**src/rtl/txq_pkg.sv**
```systemverilog
package txq_pkg;
  localparam int unsigned TXQ_DATA_W = 8;
  localparam int unsigned TXQ_DEPTH  = 16;

  typedef struct packed {
    logic en;     // enabled by command
    logic drain;  // disabled, still flushing queue and shifter
  } txq_run_t;
endpackage

```
**src/rtl/txq_fifo.sv**
```systemverilog
module txq_fifo #(
  parameter int unsigned W     = 8,
  parameter int unsigned DEPTH = 16
) (
  input  logic         clk_i,
  input  logic         rst_ni,
  input  logic         push_i,
  input  logic [W-1:0] data_i,
  input  logic         pop_i,
  output logic [W-1:0] data_o,
  output logic         empty_o,
  output logic         full_o
);
  localparam int unsigned AW = (DEPTH > 1) ? $clog2(DEPTH) : 1;
  localparam int unsigned CW = $clog2(DEPTH + 1);

  logic [W-1:0]  mem_q [DEPTH];
  logic [AW-1:0] wr_ptr_q, rd_ptr_q;
  logic [CW-1:0] cnt_q;

  function automatic logic [AW-1:0] ptr_inc(input logic [AW-1:0] p);
    return (p == AW'(DEPTH - 1)) ? '0 : p + AW'(1);
  endfunction

  always_ff @(posedge clk_i or negedge rst_ni) begin
    if (!rst_ni) begin
      wr_ptr_q <= '0;
      rd_ptr_q <= '0;
      cnt_q    <= '0;
    end else begin
      if (push_i) wr_ptr_q <= ptr_inc(wr_ptr_q);
      if (pop_i)  rd_ptr_q <= ptr_inc(rd_ptr_q);
      if (push_i && !pop_i)      cnt_q <= cnt_q + CW'(1);
      else if (pop_i && !push_i) cnt_q <= cnt_q - CW'(1);
    end
  end

  always_ff @(posedge clk_i) begin
    if (push_i) mem_q[wr_ptr_q] <= data_i;
  end

  assign data_o  = mem_q[rd_ptr_q];
  assign empty_o = (cnt_q == '0);
  assign full_o  = (cnt_q == CW'(DEPTH));
endmodule

```
**src/rtl/txq_shift.sv**
```systemverilog
module txq_shift #(
  parameter int unsigned DATA_W = 8
) (
  input  logic              clk_i,
  input  logic              rst_ni,
  input  logic              tick_i,
  input  logic              start_ok_i,
  input  logic [DATA_W-1:0] data_i,
  output logic              pop_o,
  output logic              busy_o,
  output logic              txd_o
);
  localparam int unsigned FRAME_W = DATA_W + 2;
  localparam int unsigned CNT_W   = $clog2(FRAME_W + 1);

  logic [FRAME_W-1:0] sh_q;
  logic [CNT_W-1:0]   cnt_q;

  // reload on the tick that ends the stop bit, so frames run back to back
  assign pop_o  = tick_i && start_ok_i && (cnt_q <= CNT_W'(1));
  assign busy_o = (cnt_q != '0);
  assign txd_o  = busy_o ? sh_q[0] : 1'b1;

  always_ff @(posedge clk_i or negedge rst_ni) begin
    if (!rst_ni) begin
      sh_q  <= '1;
      cnt_q <= '0;
    end else if (tick_i) begin
      if (pop_o) begin
        sh_q  <= {1'b1, data_i, 1'b0};
        cnt_q <= CNT_W'(FRAME_W);
      end else if (cnt_q > CNT_W'(1)) begin
        sh_q  <= {1'b1, sh_q[FRAME_W-1:1]};
        cnt_q <= cnt_q - CNT_W'(1);
      end else begin
        cnt_q <= '0;
      end
    end
  end
endmodule

```
**src/rtl/txq_uart.sv**
```systemverilog
module txq_uart
  import txq_pkg::*;
#(
  parameter int unsigned DATA_W = TXQ_DATA_W,
  parameter int unsigned DEPTH  = TXQ_DEPTH
) (
  input  logic              clk_i,
  input  logic              rst_ni,
  input  logic              baud_tick_i,
  input  logic              wr_en_i,
  input  logic [DATA_W-1:0] wr_data_i,
  input  logic              tx_enable_i,
  input  logic              tx_disable_i,
  output logic              room_o,
  output logic              ovf_o,
  output logic              irq_o,
  output logic              active_o,
  output logic              txd_o
);
  logic              fifo_empty, fifo_full, push, pop, shift_busy, running;
  logic [DATA_W-1:0] head;
  txq_run_t          run_q, run_d;
  logic              ovf_q;

  assign push    = wr_en_i && !fifo_full;
  assign running = run_q.en || run_q.drain;

  txq_fifo #(.W(DATA_W), .DEPTH(DEPTH)) u_fifo (
    .clk_i   (clk_i),
    .rst_ni  (rst_ni),
    .push_i  (push),
    .data_i  (wr_data_i),
    .pop_i   (pop),
    .data_o  (head),
    .empty_o (fifo_empty),
    .full_o  (fifo_full)
  );

  txq_shift #(.DATA_W(DATA_W)) u_shift (
    .clk_i      (clk_i),
    .rst_ni     (rst_ni),
    .tick_i     (baud_tick_i),
    .start_ok_i (running && !fifo_empty),
    .data_i     (head),
    .pop_o      (pop),
    .busy_o     (shift_busy),
    .txd_o      (txd_o)
  );

  // disable wins over enable; a stopped idle transmitter does not drain
  always_comb begin
    run_d = run_q;
    if (tx_disable_i) begin
      run_d.en    = 1'b0;
      run_d.drain = running && (!fifo_empty || shift_busy);
    end else if (tx_enable_i) begin
      run_d.en    = 1'b1;
      run_d.drain = 1'b0;
    end else if (run_q.drain && fifo_empty && !shift_busy) begin
      run_d.drain = 1'b0;
    end
  end

  always_ff @(posedge clk_i or negedge rst_ni) begin
    if (!rst_ni) begin
      run_q <= '0;
      ovf_q <= 1'b0;
    end else begin
      run_q <= run_d;
      if (wr_en_i && fifo_full) ovf_q <= 1'b1;
    end
  end

  assign room_o   = !fifo_full;
  assign ovf_o    = ovf_q;
  assign irq_o    = run_q.en && fifo_empty;
  assign active_o = running;
endmodule

```
**config.mk**
```make
export PLATFORM = sky130hd
export DESIGN_NAME = txq_uart
export DESIGN_NICKNAME = d
export VERILOG_FILES = /design/src/rtl/txq_pkg.sv /design/src/rtl/txq_fifo.sv /design/src/rtl/txq_shift.sv /design/src/rtl/txq_uart.sv
export SDC_FILE = /design/constraint.sdc
export NUM_CORES = 1
export LEC_CHECK = 0
export BUFFER_PORTS_ARGS = -buffer_cell sky130_fd_sc_hd__buf_2
export CAP_MARGIN = 0
export CELL_PAD_IN_SITES_DETAIL_PLACEMENT = 0
export CELL_PAD_IN_SITES_GLOBAL_PLACEMENT = 1
export CORE_MARGIN = 2
export CORE_UTILIZATION = 35
export CTS_CLUSTER_DIAMETER = 150
export DETAILED_ROUTE_END_ITERATION = 10
export PLACE_DENSITY = 0.6
export SYNTH_ARGS = -nofsm -noshare
export SYNTH_HDL_FRONTEND = slang
export SYNTH_SLANG_ARGS = --single-unit
```
**constraint.sdc**
```tcl
create_clock -name clk_i -period 4 [get_ports clk_i]
set_input_delay 0.4 -clock clk_i [delete_from_list [all_inputs] [get_ports clk_i]]
set_output_delay 0.4 -clock clk_i [all_outputs]
set_load 0.02 [all_outputs]
```
==> results.md <==
- Outcome: completed
- Final period util: 73.0%
- Critical path origin: u_fifo.cnt_q[3]
- Per-cell routed wire length: 20.2 um
- Syn avg cell area: 17.5 um^2
- Slew HR: 31.3%
- Final Power: 0.00511 W
- Worst R2R Start: u_fifo.cnt_q[3]
- Worst vdd ir: 0.000314 V
- Required @ worst endpoint: 4.34 ns
- Crit path max-delay family: simple AND/OR/NAND/NOR gates
- Die Area: 0.0198 mm^2
- Core Region: 0.0185 mm^2
- Reg-to-Reg End: u_fifo.cnt_q[4]
- Post-Syn Nets: 402
- Slew Limit Fails: 0
- Post-cts sizing count: 0
- CP Launch Type: flip-flop
- H-tree levels: 4
- Power Dens Cells: 685 mW/mm^2
- # port buffers: 18
- Chip Width: 141 um
- Internal power: about 0.0036 W
- Post-synth EDFFs: 128
- FF-to-FF setup slack: 1.08 ns
- Area grow syn2layout: 13.9%
- Hold WC Path Type: primary input to asynchronous set/reset pin
- Clock power share: just over 30%
- Final net count: 428
- Seq pwr share: 44.5%
- Crit path cell chain: nor4_2 > a21oi_1 > nand2_1 > ha_1 > inv_1 > fa_1 > a21o_1 > a21oi_1 > mux2i_1 > xnor2_1
- Total number of vias: 3,325
- Crit-path slowest cell: nor4_2
- First-pass GRT wire length: 20,200 um
- IO Pins: 19
- Max Cap Viol: 0
- Ys Warns: 0
- Combinational power share: 25.0%
- Vias in the first global route: 3,367
- Dpl cells: 616
- Register area share after synthesis: 70.0%
- Initial antenna violation count: 0
- Final setup violation count: 0
- Final Wtd Congestion: 0.712
- Final HPWL DP: around 8100 um
- Skew-Pair Late Insertion Delay: 0.42 ns
- Initial core utilization: a little over a third
- Critical Path End Type: flip-flop
- Reg2Reg Depth: 10
- Root Driver: clkbuf_16
- RSZ-0062 raised after global routing: no
- Layout cells sized above 1: 27.3%
- Number of CTS-inserted buffers: 17
- Min Clock Period, post-route: 2.92 ns
- CTS Buffer Depth: 2
- Worst-Margin Slew: 1.03 ns
- Largest area contributor in the netlist: edfxtp_1
- Crit path buf inv count: 1
- Antenna-violating nets left: 0
- Hold_buf cts: 0
- Synth Cell Area: between 0.006 and 0.007 mm^2
- Site Rows: 50
- Fillcell total: 1,674
- Register bit count reported by yosys: between 150 and 200
- Synth Instances: 375
- Switch Pwr: 0.00155 W
- Synth top area cells: edfxtp_1 (59%), mux4_2 (9.3%), dfrtp_1 (7.6%), dfstp_2 (3.6%), mux2_2 (2.8%)
- Final worst slack: 1.08 ns
- Largest net degree at the start of global routing: 37
- CP Class: flip-flop to flip-flop
- Fin cells: about 650
- Global route overflow: 0
- Synth top area share: between 50% and 60%
- Asr flop ratio synth: 18.5%
- First DRT Iteration DRCs: 136
- Clk sinks: 157
- Number of distinct library cells after synthesis: 43
- Synth Flop Type: edfxtp_1
- Max Freq: 0.342 GHz
- Die H: ~140 um
- CTS clk-pin slew, worst paths: 0.06 ns
- Clock skew: 0.00972 ns
- CP Max Fanout: 7
- Drt via density: 5.16
- Most frequent CP cell: a21oi_1
- CTS tree: yes
- Setup TNS: 0 ns
- Drt pass-1 iters: 5
- All-Layer GR Usage: 14.0%
- Pleak: around 2.5 nW
- Post-Route WL: 13,000 um
- Critical path's largest stage delay: 0.57 ns
- N_diodes: 0
- Worst EP arrival: 3.26 ns
- Most frequent cell after synthesis: edfxtp_1
- DRC Markers: 0
- Final Util: 40.3%
- Final hold violation count: 0
- Setup Slack @ Placement: 0.993 ns
- Post-CTS setup buffers: 0
- Ranking of synthesized cells by instance count: edfxtp_1 (128), mux4_2 (27), nor2_1 (23)
- Switching part of the total: 30.3%
## metrics by stage
stage          hold WS (ns)  area (um^2)
2_1_floorplan         0.104         6550
3_3_place_gp          0.451         6890
3_5_place_dp          0.449         6890
4_1_cts              0.0320         7460
5_1_grt              0.0584         7460
6_report             0.0168         7460
## state kept, by name, indices dropped and copies added, names as in the netlist
register         cells
ovf_o                1
run_q                2
u_fifo.cnt_q         5
u_fifo.mem_q       128
u_fifo.rd_ptr_q      4
u_fifo.wr_ptr_q      4
u_shift.cnt_q        4
u_shift.sh_q         9
## how the worst max path moves through the flow
stage,end,cells after the start
floorplan,u_fifo.cnt_q[4],11
global placement,u_fifo.cnt_q[4],10
detailed placement,u_fifo.cnt_q[4],10
CTS,u_fifo.cnt_q[4],10
global route,u_fifo.cnt_q[4],10
finish,u_fifo.cnt_q[4],10
## power by group through the flow
| stage | Clock, W | Sequential (W) | Combinational (W) |
|---|---|---|---|
| 2_1_floorplan | 0 | 0.00217 | 0.00105 |
| 3_3_place_gp | 0 | 0.00230 | 0.00128 |
| 3_5_place_dp | 0 | 0.00232 | 0.00130 |
| 4_1_cts | 0.00159 | 0.00228 | 0.00131 |
| 5_1_grt | 0.00165 | 0.00232 | 0.00142 |
| 6_report | 0.00155 | 0.00227 | 0.00128 |
## cell type report
type	count	area, um^2	area share [%]
Sequential cell	157	4580	61.5
Multi-Input combinational cell	191	1830	24.6
Clock buffer	17	425	5.71
Tap cell	234	293	3.93
Timing Repair Buffer	27	158	2.11
Clock inverter	12	139	1.86
Inverter	7	26.3	0.352
## routing by layer
metal	routed length [um]	GRT usage [%]
met5	0	0
met4	89	4.21
met2	6440	23.0
met3	410	3.26
met1	6070	18.5
## placed cells by master (no fill, tap or decap), types with 4 or more instances in the layout
cell,n
ha_1,12
inv_6,4
inv_1,7
edfxtp_1,128
buf_2,18
o21ai_0,7
a21o_1,5
mux2_2,16
nor2_1,23
dfstp_2,9
buf_4,9
xnor2_1,5
dfrtp_1,19
nor3_1,5
a21oi_1,5
nand2_1,21
mux2i_1,14
o211ai_1,6
clkbuf_16,17
nand3_1,14
mux4_2,27
## cell families after synthesis
| group | synth area share (%) |
|---|---|
| adders and majority gates | 2.60 |
| buffers and inverters | 2.01 |
| AOI/OAI and AO/OA | 4.19 |
| and+or+nand+nor | 5.03 |
| muxes | 15.4 |
| xor gates and xnor gates | 0.803 |
| DFF | 70.0 |
## worst reg2reg max path: stages, from the launching register on
cell     delay [ns]
dfrtp_1        0.41
nor4_2         0.57
a21oi_1        0.27
nand2_1        0.15
ha_1           0.17
inv_1          0.11
fa_1           0.42
a21o_1         0.19
a21oi_1        0.18
mux2i_1        0.24
xnor2_1        0.14
Power figures use the tool's default switching activity.
